`config.mk`:
```
export PLATFORM = sky130hd
export DESIGN_NAME = uart_irq_ctrl
export DESIGN_NICKNAME = d
export VERILOG_FILES = /design/src/rtl/uirq_pkg.sv /design/src/rtl/uirq_cfg.sv /design/src/rtl/uirq_level_cmp.sv /design/src/rtl/uirq_raw.sv /design/src/rtl/uart_irq_ctrl.sv
export SDC_FILE = /design/constraint.sdc
export NUM_CORES = 1
export LEC_CHECK = 0
export CAP_MARGIN = 20
export CORE_MARGIN = 1.5
export CORE_UTILIZATION = 50
export CTS_CLUSTER_SIZE = 28
export DETAILED_ROUTE_END_ITERATION = 7
export DONT_BUFFER_PORTS = 1
export PLACE_DENSITY = 0.61
export SETUP_SLACK_MARGIN = 0.02
export SLEW_MARGIN = 40
export SYNTH_ARGS = -nofsm -noshare
export SYNTH_HDL_FRONTEND = slang
export SYNTH_SLANG_ARGS = --single-unit
```
`constraint.sdc`:
```
create_clock -name clk -period 1.8 [get_ports clk]
set_clock_uncertainty 0.2 [all_clocks]
set_input_delay 0.09 -clock clk [delete_from_list [all_inputs] [get_ports clk]]
set_output_delay 0.09 -clock clk [all_outputs]
set_load 0.005 [all_outputs]
```
`src/rtl/uirq_pkg.sv`:
```
package uirq_pkg;

    localparam int NUM_IRQ = 11;

    localparam int BIT_RX  = 4;
    localparam int BIT_TX  = 5;
    localparam int BIT_RTO = 6;
    localparam int BIT_FE  = 7;
    localparam int BIT_PE  = 8;
    localparam int BIT_BE  = 9;
    localparam int BIT_OE  = 10;

    typedef enum logic [1:0] {
        SEL_LEVEL = 2'd0,
        SEL_MASK  = 2'd1,
        SEL_CLEAR = 2'd2,
        SEL_NONE  = 2'd3
    } wr_sel_e;

    typedef struct packed {
        logic [2:0]         rx_code;
        logic [2:0]         tx_code;
        logic [NUM_IRQ-1:0] mask;
    } cfg_t;

endpackage

```
`src/rtl/uirq_cfg.sv`:
```
module uirq_cfg
    import uirq_pkg::*;
(
    input  logic        clk,
    input  logic        rst_n,
    input  logic        wr_en,
    input  logic [1:0]  wr_sel,
    input  logic [15:0] wr_data,
    output cfg_t        cfg
);

    cfg_t cfg_d, cfg_q;

    always_comb begin
        cfg_d = cfg_q;
        if (wr_en) begin
            case (wr_sel)
                SEL_LEVEL: begin
                    cfg_d.tx_code = wr_data[2:0];
                    cfg_d.rx_code = wr_data[5:3];
                end
                SEL_MASK: cfg_d.mask = wr_data[NUM_IRQ-1:0];
                default: ;
            endcase
        end
    end

    always_ff @(posedge clk) begin
        if (!rst_n) cfg_q <= '0;
        else        cfg_q <= cfg_d;
    end

    assign cfg = cfg_q;

endmodule

```
`src/rtl/uirq_level_cmp.sv`:
```
module uirq_level_cmp #(
    parameter int DEPTH  = 16,
    parameter int CNT_W  = $clog2(DEPTH + 1),
    parameter bit IS_RX  = 1'b1
) (
    input  logic [2:0]       code,
    input  logic [CNT_W-1:0] fill,
    output logic             hit
);

    localparam int EIGHTH = DEPTH / 8;
    localparam logic [CNT_W-1:0] T_1_8 = CNT_W'(EIGHTH);
    localparam logic [CNT_W-1:0] T_1_4 = CNT_W'(2 * EIGHTH);
    localparam logic [CNT_W-1:0] T_1_2 = CNT_W'(4 * EIGHTH);
    localparam logic [CNT_W-1:0] T_3_4 = CNT_W'(6 * EIGHTH);
    localparam logic [CNT_W-1:0] T_7_8 = CNT_W'(7 * EIGHTH);

    logic [CNT_W-1:0] thr;

    always_comb begin
        case (code)
            3'd0:    thr = T_1_8;
            3'd1:    thr = T_1_4;
            3'd2:    thr = T_1_2;
            3'd3:    thr = T_3_4;
            default: thr = T_7_8;
        endcase
    end

    generate
        if (IS_RX) begin : g_rx
            assign hit = (fill >= thr);
        end else begin : g_tx
            assign hit = (fill <= thr);
        end
    endgenerate

endmodule

```
`src/rtl/uirq_raw.sv`:
```
module uirq_raw
    import uirq_pkg::*;
(
    input  logic               clk,
    input  logic               rst_n,
    input  logic [NUM_IRQ-1:0] set_vec,
    input  logic [NUM_IRQ-1:0] clr_vec,
    output logic [NUM_IRQ-1:0] raw
);

    logic [NUM_IRQ-1:0] raw_d, raw_q;

    generate
        for (genvar i = 0; i < NUM_IRQ; i++) begin : g_bit
            always_comb begin
                raw_d[i] = raw_q[i];
                if (clr_vec[i]) raw_d[i] = 1'b0;
                if (set_vec[i]) raw_d[i] = 1'b1;
            end
        end
    endgenerate

    always_ff @(posedge clk) begin
        if (!rst_n) raw_q <= '0;
        else        raw_q <= raw_d;
    end

    assign raw = raw_q;

endmodule

```
`src/rtl/uart_irq_ctrl.sv`:
```
module uart_irq_ctrl
    import uirq_pkg::*;
#(
    parameter int DEPTH = 16,
    parameter int CNT_W = $clog2(DEPTH + 1)
) (
    input  logic               clk,
    input  logic               rst_n,
    input  logic               wr_en,
    input  logic [1:0]         wr_sel,
    input  logic [15:0]        wr_data,
    input  logic [CNT_W-1:0]   rx_fill,
    input  logic [CNT_W-1:0]   tx_fill,
    input  logic [3:0]         modem_evt,
    input  logic               rto_pulse,
    input  logic               fe_pulse,
    input  logic               pe_pulse,
    input  logic               be_pulse,
    input  logic               oe_pulse,
    output logic [5:0]         cfg_level,
    output logic [NUM_IRQ-1:0] cfg_mask,
    output logic [NUM_IRQ-1:0] stat_raw,
    output logic [NUM_IRQ-1:0] irq_masked,
    output logic               irq_any
);

    cfg_t               cfg;
    logic               rx_hit, tx_hit;
    logic [NUM_IRQ-1:0] set_vec, clr_vec;

    typedef struct packed {
        logic any;
    } top_st_t;

    top_st_t st_d, st_q;

    uirq_cfg u_cfg (
        .clk     (clk),
        .rst_n   (rst_n),
        .wr_en   (wr_en),
        .wr_sel  (wr_sel),
        .wr_data (wr_data),
        .cfg     (cfg)
    );

    uirq_level_cmp #(.DEPTH(DEPTH), .CNT_W(CNT_W), .IS_RX(1'b1)) u_rx_cmp (
        .code (cfg.rx_code),
        .fill (rx_fill),
        .hit  (rx_hit)
    );

    uirq_level_cmp #(.DEPTH(DEPTH), .CNT_W(CNT_W), .IS_RX(1'b0)) u_tx_cmp (
        .code (cfg.tx_code),
        .fill (tx_fill),
        .hit  (tx_hit)
    );

    always_comb begin
        set_vec          = '0;
        set_vec[3:0]     = modem_evt;
        set_vec[BIT_RX]  = rx_hit;
        set_vec[BIT_TX]  = tx_hit;
        set_vec[BIT_RTO] = rto_pulse;
        set_vec[BIT_FE]  = fe_pulse;
        set_vec[BIT_PE]  = pe_pulse;
        set_vec[BIT_BE]  = be_pulse;
        set_vec[BIT_OE]  = oe_pulse;
        clr_vec = (wr_en && wr_sel == SEL_CLEAR) ? wr_data[NUM_IRQ-1:0] : '0;
    end

    uirq_raw u_raw (
        .clk     (clk),
        .rst_n   (rst_n),
        .set_vec (set_vec),
        .clr_vec (clr_vec),
        .raw     (stat_raw)
    );

    assign irq_masked = stat_raw & cfg.mask;

    always_comb begin
        st_d.any = |irq_masked;
    end

    always_ff @(posedge clk) begin
        if (!rst_n) st_q <= '0;
        else        st_q <= st_d;
    end

    assign irq_any   = st_q.any;
    assign cfg_level = {cfg.rx_code, cfg.tx_code};
    assign cfg_mask  = cfg.mask;

endmodule

```
==> results.md, run 1 <==
- Crit path max-delay family: buffers and inverters
- Leakage Power: 0.803 nW
- TritonCTS clock tree: yes
- Peak VDD IR: 0.675 mV
- Total power draw: 0.00128 W
- Total wire length: 3440 um
- First-pass DRT Iterations: 4
- ANT nets after route: 0
- WP buf/inv: 4
- Aggregate global routing overflow: 0
- Cell taking the most area after synthesis: dfxtp_1
- Die Span X: 53.9 um
- Io pins: 80
- Crit. path cell count: 5
- Synthesized Nets: 189
- Synth Area per Inst: 9.06 sq um
- PortBufs: 0
- Final Cycle Share: 0.896
- First-pass GRT wire length: 4960 um
- Final Hold Vio Count: 0
- RSZ-0062 raised after global routing: false
- Starting Density: 0.528
- Cell Rows: 18
- Post-DR wirelength/cell: 15.3 um
- Final core occ: 0.744
- Sequential-to-total area share from yosys stat: 0.448
- Initial antenna violation count: 0
- Post-synth top cells: nor2_1 (34), dfxtp_1 (29), mux2i_1 (17), and2_1 (11), nand2_1 (11)
- Worst skew pair latency: 0.32 ns
- Hold Crit Depth: 5
- Mapped cell area: 1300 sq um
- Largest net degree at the start of global routing: 30
- Clock buffer depth: 2
- H-tree levels: 2
- Area growth from synthesis to layout: 40.8%
- Vias per cell: 5.39
- Crit path required time: 1.82 ns
- Die Height: 53.9 um
- Ant diodes: 0
- Clk sink count: 29
- Yosys reg bits: 29
- Drc violations: 0
- Crit path cell chain: dlygate4sd3_1 -> inv_1 -> buf_4 -> nor2_1 -> dlygate4sd3_1
- Crit path max-delay cell type: dlygate4sd3_1
- Die area: 2910 sq um
- Crit path arrival time: 1.63 ns
- Outcome: finished clean
- HP Start: rx_fill[1]
- Routability cong.: 0.723
- CP most frequent cell: dlygate4sd3_1
- P per Cell Area: 703 nW/um^2
- Worst slew margin: 0.790
- Cell with the most instances after synthesis: nor2_1
- Placeable Area: 2450 sq um
- R2R cell count: 6
- Post-Layout Cell Count: 224
- Crit path capture type: register
- CTS Buf Count: 5
- Root buffer cell: clkbuf_4
- Endpoints failing setup: 0
- Main synth FF type: dfxtp_1
- Top-area cell type share of the netlist area: 0.448
- Crit Path Max Fanout: 29
- CP max stage delay: 0.57 ns
- Worst R2R Start: u_cfg.cfg[13]
- Hold WS: 0.0502 ns
- Fin nets: 239
- Synth cell types: 27
- Layout cells sized above 1: 0.0670
- Iteration-0 DRC Markers: 7
- Synthesis warning total: 0
- Global Route Usage Sum: 0.250
- Setup CP Type: input port to register
- Buffer count from post-CTS setup fixing: 0
- Worst Max-Slew Pin Slew: 0.312 ns
- Max-cap violation count: 0
- Cells after Synth: 143
- Vias in the first global route: 1202
- Worst setup path startpoint: rst_n
- Reg clk slew, reported paths: 0.09 ns
- Final TNS setup: 0 ns
- DP HPWL: 2060 um
- Final slew viol count: 0
- Cell total after placement: 170
- Share of flip-flops with an asynchronous set or reset: 0
- Via Count: 1207
- CP startpoint kind: input port
- Fmax: 620 MHz
- Worst hold path class: input port to register
- Min Tclk post-route: 1.61 ns
- Top cells by area in the synthesized netlist: dfxtp_1 (45%), mux2i_1 (13%), nor2_1 (9.8%)
- Post-synth EDFFs: 0
==> layout by cell type, fill, tap and decap left out <==
cell,n
clkbuf_1,1
nor3_1,1
mux2i_1,17
nand3b_1,1
a22oi_2,1
o21ai_0,2
nand2_1,11
clkbuf_4,5
nor4_1,1
and3b_2,1
ha_1,6
nor2b_1,1
and2_1,11
nand4_1,1
a211oi_1,1
dfxtp_1,29
inv_1,3
a21oi_1,10
a21oi_2,1
buf_4,2
dlygate4sd3_1,46
clkinv_2,2
o21bai_1,2
nor3b_4,1
a21boi_0,1
a41oi_1,1
nand2b_1,1
nor2_1,34
==> path summary, 6_finish.rpt <==
kind	endpoint	slack [ns]
worst max-delay path	u_cfg.cfg[4]	0.19
worst min-delay path	u_raw.raw[4]	0.05
worst max register to register	u_raw.raw[5]	0.23
worst min register to register	u_cfg.cfg[8]	0.35
==> layer usage <==
| layer | global-route usage | vias to the layer above | routed length, um |
|---|---|---|---|
| met5 | 0 | - | 0 |
| met4 | 0.111 | 0 | 61 |
| met3 | 0.0889 | 7 | 295 |
| met2 | 0.451 | 60 | 1750 |
| met1 | 0.256 | 558 | 1330 |
| li1 | - | 582 | - |
==> stage by stage <==
step	worst slack, ns	area, sq um
after floorplan	0.328	1300
after global routing	0.0823	1830
after detailed placement	0.237	1310
after global placement	0.266	1310
after CTS	0.205	1830
final	0.188	1830
==> layout make-up <==
| type | count | area [sq um] |
|---|---|---|
| clock buffers | 6 | 41.3 |
| clock inverters | 2 | 10.0 |
| fillers | 177 | 629 |
| inverters | 3 | 11.3 |
| multi-input cells | 106 | 669 |
| flip-flops and latches | 29 | 581 |
| well taps | 30 | 37.5 |
| repair buffers | 48 | 475 |
==> cells by family after synthesis <==
family / share of synthesized area
compound gates: 0.0927
buf+inv: 0.0357
fa+ha+maj: 0.0579
simple gates: 0.235
mux: 0.131
flops: 0.448
==> tightest hold or removal path, stage by stage <==
cell	delay, ns
inv_1	0.04
ha_1	0.13
a21boi_0	0.07
o21ai_0	0.14
a21oi_1	0.06
==> repair_timing <==
action	in CTS	in global routing
hold buffers	46	0
hold endpoints to repair	28	0
gates resized for setup	0	0
==> power by group <==
group | leakage [nW] | switching (W) | total (W) | internal [W]
registers | 0.239 | 0.0000317 | 0.000707 | 0.000675
clock network | 0.0320 | 0.000223 | 0.000371 | 0.000148
logic | 0.533 | 0.0000810 | 0.000205 | 0.000124
total | 0.803 | 0.000336 | 0.00128 | 0.000947
==> flip-flops by register name, indices dropped and copies added (netlist names) <==
name	flops
u_raw.raw	11
u_cfg.cfg	17
irq_any	1
No activity file was read; power rests on OpenSTA's default activity.
==> inputs of run 2 (changes only) <==
--- a/config.mk
+++ b/config.mk
@@ -12,5 +12,4 @@
 export DETAILED_ROUTE_END_ITERATION = 7
 export DONT_BUFFER_PORTS = 1
-export PLACE_DENSITY = 0.61
 export SETUP_SLACK_MARGIN = 0.02
 export SLEW_MARGIN = 40
==> constraint.sdc (replaced) <==
create_clock -name clk -period 1.8 [get_ports clk]
set_clock_uncertainty 0.2 [all_clocks]
set_input_delay 0.09 -clock clk [delete_from_list [all_inputs] [get_ports clk]]
set_output_delay 0.09 -clock clk [all_outputs]
set_load 0.01 [all_outputs]
==> run 2 against run 1 <==
Effect of this change:
- flip-flop and latch count unchanged
- register-to-register slack got worse by 0.05 ns
- via count up 4.3%
- sequential power up 2%
- combinational power rose by 6%
- maximum frequency is 2.8% lower
- clock power up 20%
- largest cell class unchanged
==> results.md, run 2 (synthesis gave the netlist of run 1 again) <==
- Worst R2R Start: u_cfg.cfg[11]
- Routability cong.: 0.706 (-2.3%)
- DP HPWL: 2020 um (-1.6%)
- Final TNS setup: 0 ns (unchanged)
- CP startpoint kind: input port
- Crit path capture type: register
- PortBufs: 0 (unchanged)
- RSZ-0062 raised after global routing: false
- CP most frequent cell: dlygate4sd3_1
- Post-Layout Cell Count: 232 (+3.6%)
- Final Cycle Share: 0.921 (+0.0256)
- Total wire length: 3670 um (+6.8%)
- Largest net degree at the start of global routing: 30 (unchanged)
- Starting Density: 0.528 (unchanged)
- Vias in the first global route: 1259 (+4.7%)
- Global Route Usage Sum: 0.262 (+0.0117)
- Fillers: 170 (-4.0%)
- Crit path arrival time: 1.66 ns (+0.03 ns)
- Area growth from synthesis to layout: 48.6%
- HP Start: rx_fill[1]
- Worst skew pair latency: 0.31 ns (about the same)
- Fin nets: 247 (+3.3%)
- Most common cell after layout, fill and taps aside: dlygate4sd3_1
- Initial antenna violation count: 0 (unchanged)
- Outcome: finished clean
- Clock buffer depth: 2 (unchanged)
- Worst setup path startpoint: rst_n
- Endpoints failing setup: 0 (unchanged)
- Vias per cell: 5.43 (+0.71%)
- Final slew viol count: 0 (unchanged)
- Worst Setup EP: u_cfg.cfg[8]
- P per Cell Area: 718 nW/um^2 (+2.2%)
- First-pass DRT Iterations: 4 (unchanged)
- Reg clk slew, reported paths: 0.09 ns (about the same)
- Max reg flops: 17 (unchanged)
- Layout cells sized above 1: 0.0792 (+0.0122)
- Peak VDD IR: 0.651 mV (-3.6%)
- Worst Max-Slew Pin Slew: 0.465 ns (+0.153 ns)
- Via Count: 1259 (+4.3%)
- Crit path cell chain: dlygate4sd3_1 -> inv_1 -> buf_4 -> nor2_1 -> dlygate4sd3_1
- Io pins: 80 (unchanged)
- Max-cap violation count: 0 (unchanged)
- Die area: 2910 sq um (unchanged)
- Placeable Area: 2450 sq um (unchanged)
- Drc violations: 0 (unchanged)
- Die Height: 53.9 um (unchanged)
- Crit path required time: 1.80 ns (-0.02 ns)
- ANT nets after route: 0 (unchanged)
- Iteration-0 DRC Markers: 12 (+5)
- Root buffer cell: clkbuf_4
- Setup CP Type: input port to register
- CTS Buf Count: 5 (unchanged)
- Total power draw: 0.00138 W (+7.9%)
- Most frequent cells in the layout: dlygate4sd3_1 (54), nor2_1 (34), dfxtp_1 (27), mux2i_1 (17)
- Clk sink count: 29 (unchanged)
- Fmax: 603 MHz (-2.8%)
- H-tree levels: 2 (unchanged)
- Crit Path Max Fanout: 29 (unchanged)
- TritonCTS clock tree: yes
- Cell total after placement: 170 (unchanged)
- R2R cell count: 6 (unchanged)
- Leakage Power: 0.869 nW (+8.2%)
- Final core occ: 0.785 (+0.0413)
- Buffer count from post-CTS setup fixing: 0 (unchanged)
- First-pass GRT wire length: 5230 um (+5.4%)
- R2r setup slk: 0.18 ns (-0.05 ns)
- Final Hold Vio Count: 0 (unchanged)
- CP max stage delay: 0.57 ns (about the same)
- Aggregate global routing overflow: 0 (unchanged)
- Hold WS: 0.0694 ns (+0.0192 ns)
- Worst r2r dst: u_raw.raw[5]
- Post-DR wirelength/cell: 15.8 um (+3.1%)
- Worst slew margin: 0.690 (-0.101)
- Ant diodes: 0 (unchanged)
- Worst hold path class: input port to register
- Die Span X: 53.9 um (unchanged)
- Min Tclk post-route: 1.66 ns (+0.0462 ns)
- Cell Rows: 18 (unchanged)
- Crit path max-delay cell type: dlygate4sd3_1
[run 2: cell count changes in the layout (fill, tap and decap cells not counted)]
| cell | before | now |
|---|---|---|
| clkbuf_1 | 1 | 0 |
| clkbuf_8 | 0 | 2 |
| dfxtp_1 | 29 | 27 |
| dlygate4sd3_1 | 46 | 54 |
| dfxtp_2 | 0 | 2 |
| clkinv_2 | 2 | 1 |
[run 2: critical path: cells and delay by family]
kind                   cells  cell delay [ns]
buffers and inverters      4             1.48
and+or+nand+nor            1             0.08
[run 2: how the worst min path moves through the flow]
stage,endpoint,slack [ns],cells after the start
5_1_grt,u_raw.raw[4],0.19,5
3_5_place_dp,u_raw.raw[6],0.02,2
6_report,u_raw.raw[4],0.07,5
2_1_floorplan,u_raw.raw[0],0.007,2
3_3_place_gp,u_raw.raw[3],0.01,2
4_1_cts,u_raw.raw[4],0.05,5
[run 2: timing repair]
| item | 4_1_cts | 5_1_grt |
|---|---|---|
| hold endpoints to repair | 28 | 0 |
| hold buffers | 54 | 0 |
| resized for setup | 0 | 2 |
| endpoints found under the setup margin | 0 | 1 |
[run 2: through the flow]
step,area [sq um],setup slack [ns]
final,1930,0.142
after global routing,1930,0.0225
after CTS,1920,0.175
after detailed placement,1310,0.199
after global placement,1310,0.225
after floorplan,1300,0.289
[run 2: metal layers]
metal / up-vias / part of all wire / track usage
li1: 600 / - / -
met1: 592 / 0.39 / 0.263
met2: 63 / 0.53 / 0.482
met3: 4 / 0.069 / 0.0917
met4: 0 / 0.0095 / 0.111
met5: - / 0 / 0
[run 2: cell type report]
class	count	area, sq um	area share
multi-input combinational	106	669	0.347
sequential	29	583	0.303
timing repair buffer	56	556	0.288
clock buffer	7	65.1	0.0338
tap	30	37.5	0.0195
inverter	3	11.3	0.00584
clock inverter	1	5.00	0.00260
[run 2: power breakdown]
part	total, W	internal [W]	leakage [nW]	switching [W]
Clock	0.000444	0.000226	0.0413	0.000218
Combinational	0.000218	0.000130	0.588	0.0000877
Sequential	0.000721	0.000675	0.239	0.0000462
==> inputs of run 3 (changes only) <==
BUFFER_PORTS_ARGS = -buffer_cell sky130_fd_sc_hd__buf_4   (was not set)
CORE_UTILIZATION = 42   (was 50)
DONT_BUFFER_PORTS = not set   (was 1)
PLACE_DENSITY = 0.79   (was not set)
==> run 3 against run 2 <==
Effect of this change:
- clock-buffer cell count fell by 2
- critical path depth rose by 1
- worst setup slack improved by 0.040 ns
- core utilization is 1.2 points higher
- critical endpoint is now u_raw.raw[5]
- largest cell class is now non-clock buffers
- largest power group unchanged
- highest routed layer unchanged
==> results.md, run 3 (synthesis gave the netlist of run 1 again) <==
- Worst Max-Slew Pin Slew: 0.438 ns (-0.0269 ns)
- Final Cycle Share: 0.899 (-0.0225)
- NetSw: 0.000375 W (+6.8%)
- CTS Buf Count: 5 (unchanged)
- Met2 wire len: 2350 um (+20%)
- Crit path arrival time: 1.68 ns (+0.02 ns)
- Net Sw Frac: 0.271 (+0.0171)
- Io pins: 80 (unchanged)
- Clock power share: 0.256 (-0.065)
- R2R cell count: 6 (unchanged)
- Cell Rows: 19 (+1)
- Outcome: finished clean
- Gate power share: 0.237 (+0.079)
- Buffer count from post-CTS setup fixing: 0 (unchanged)
- Aggregate global routing overflow: 0 (unchanged)
- HP Start: rst_n
- Leakage Power: 1.13 nW (+30%)
- Reg clk slew, reported paths: 0.09 ns (about the same)
- DP Area: 1870 sq um (+42%)
- Met3 wire len: 283 um (+12%)
- Initial antenna violation count: 0 (unchanged)
- RSZ-0062 raised after global routing: false
- DP HPWL: 2600 um (+28%)
- Die Height: 58.6 um (+8.6%)
- Final TNS setup: 0 ns (unchanged)
- CP most frequent cell: dlygate4sd3_1
- Root buffer cell: clkbuf_4
- Crit Path Max Fanout: 2 (-93%)
- Post-Route M1 WL: 1530 um (+6.8%)
- Setup CP Type: input port to register
- TritonCTS clock tree: yes
- Die area: 3430 sq um (+18%)
- Crit. path cell count: 6 (+1)
- First-pass DRT Iterations: 4 (unchanged)
- Most common cell after layout, fill and taps aside: buf_4
- ANT nets after route: 0 (unchanged)
- Top sig layer: met4
- Worst r2r dst: u_raw.raw[5]
- P per Cell Area: 609 nW/um^2 (-15%)
- Final Hold Vio Count: 0 (unchanged)
- Fin nets: 303 (+23%)
- Worst slew margin: 0.708 (+0.0180)
- Placeable Area: 2850 sq um (+16%)
- Clk sink count: 29 (unchanged)
- Layout cells sized above 1: 0.336 (+0.257)
- Clock buffer depth: 2 (unchanged)
- CP max stage delay: 0.56 ns (about the same)
- WP buf/inv: 3 (-1)
- Starting Density: 0.454 (-0.0736)
- PortBufs: 74 (+74)
- Crit path capture type: register
- Hold Crit Depth: 4 (-1)
- Crit path required time: 1.87 ns (+0.07 ns)
- Max-cap violation count: 0 (unchanged)
- Vias per cell: 4.99 (-8.0%)
- Total wire length: 4260 um (+16%)
- Worst skew pair latency: 0.33 ns (+0.02 ns)
- Final slew viol count: 0 (unchanged)
- Crit path max-delay cell type: dlygate4sd3_1
- Crit path max-delay family: buffers and inverters
- Final core occ: 0.797 (+0.0120)
- Die Span X: 58.6 um (+8.6%)
- Worst R2R Start: u_cfg.cfg[13]
- Global Route Usage Sum: 0.264 (+0.00249)
- Internal Power: 0.00101 W (-2.2%)
- Peak VDD IR: 0.458 mV (-30%)
- Vias in the first global route: 1472 (+17%)
- Via Count: 1433 (+14%)
- # resized after CTS: 0 (unchanged)
- Post-DR wirelength/cell: 14.9 um (-6.1%)
- Largest net degree at the start of global routing: 30 (unchanged)
- First-pass GRT wire length: 6660 um (+27%)
- Drc violations: 0 (unchanged)
- Cts hold-fix bufs: 36 (-33%)
- Crit path cell chain: dlygate4sd3_1 -> buf_4 -> nor2_1 -> dlygate4sd3_1 -> nand4_1 -> a21oi_2
- Max reg flops: 17 (unchanged)
- H-tree levels: 2 (unchanged)
- Most frequent cells in the layout: buf_4 (76), dlygate4sd3_1 (36), nor2_1 (34), dfxtp_1 (29), mux2i_1 (17)
- Iteration-0 DRC Markers: 71 (+59)
- Hold endpoint: u_cfg.cfg[0]
- Design Area, Final: 2270 sq um (+18%)
- Fmax: 618 MHz (+2.5%)
- Area growth from synthesis to layout: 75.4%
- Min Tclk post-route: 1.62 ns (-0.0404 ns)
- Routability cong.: 0.890 (+26%)
- Worst hold path class: input port to register
- Ant diodes: 0 (unchanged)
- R2r setup slk: 0.19 ns (about the same)
- Sequential power share: 0.507 (-0.014)
- CP startpoint kind: input port
- Endpoints failing setup: 0 (unchanged)
-- run 3: changes by cell type in the layout (fill, tap and decap cells not counted) --
| cell | before | now |
|---|---|---|
| dfxtp_2 | 2 | 0 |
| clkbuf_8 | 2 | 0 |
| dfxtp_1 | 27 | 29 |
| buf_4 | 2 | 76 |
| dlygate4sd3_1 | 54 | 36 |
-- run 3: per-stage QoR --
step	hold WS, ns	total power, W	setup slack [ns]	std cells
floorplan	0.00743	0.000825	0.289	143
global placement	0.0907	0.000958	0.303	245
detailed placement	0.106	0.000969	0.246	245
CTS	0.0324	0.00137	0.212	287
global route	0.0364	0.00145	0.100	287
finish	0.0325	0.00138	0.182	287
-- run 3: worst max-delay path by stage --
stage	slack, ns	startpoint	to
floorplan	0.29	u_cfg.cfg[13]	u_raw.raw[5]
global placement	0.30	u_cfg.cfg[13]	u_raw.raw[5]
detailed placement	0.25	u_cfg.cfg[13]	u_raw.raw[5]
CTS	0.21	tx_fill[4]	u_raw.raw[5]
global route	0.10	tx_fill[4]	u_raw.raw[5]
finish	0.18	tx_fill[4]	u_raw.raw[5]
-- run 3: per-layer routing --
| layer | vias up | global-route usage |
|---|---|---|
| li1 | 705 | - |
| met2 | 65 | 0.501 |
| met1 | 654 | 0.264 |
| met5 | - | 0 |
| met3 | 9 | 0.0791 |
| met4 | 0 | 0.110 |
-- run 3: layout make-up --
class	instances	area, sq um
repair buffers	112	931
multi-input cells	106	669
flip-flops and latches	29	581
fillers	194	579
well taps	31	38.8
clock buffers	5	37.5
inverters	3	11.3
clock inverters	1	5.00
-- run 3: worst register-to-register path: stages (launching register included) --
cell and delay (ns):
dfxtp_1 0.42, nor2_1 0.06, ha_1 0.29, nor2b_1 0.14, o21ai_0 0.18, a22oi_2 0.11, a21oi_2 0.13
-- run 3: power groups by stage --
stage	registers (W)	logic (W)	clock network [W]
finish	0.000701	0.000328	0.000354
floorplan	0.000726	0.0000986	0
detailed placement	0.000714	0.000255	0
global route	0.000705	0.000357	0.000390
global placement	0.000712	0.000245	0
CTS	0.000699	0.000323	0.000351
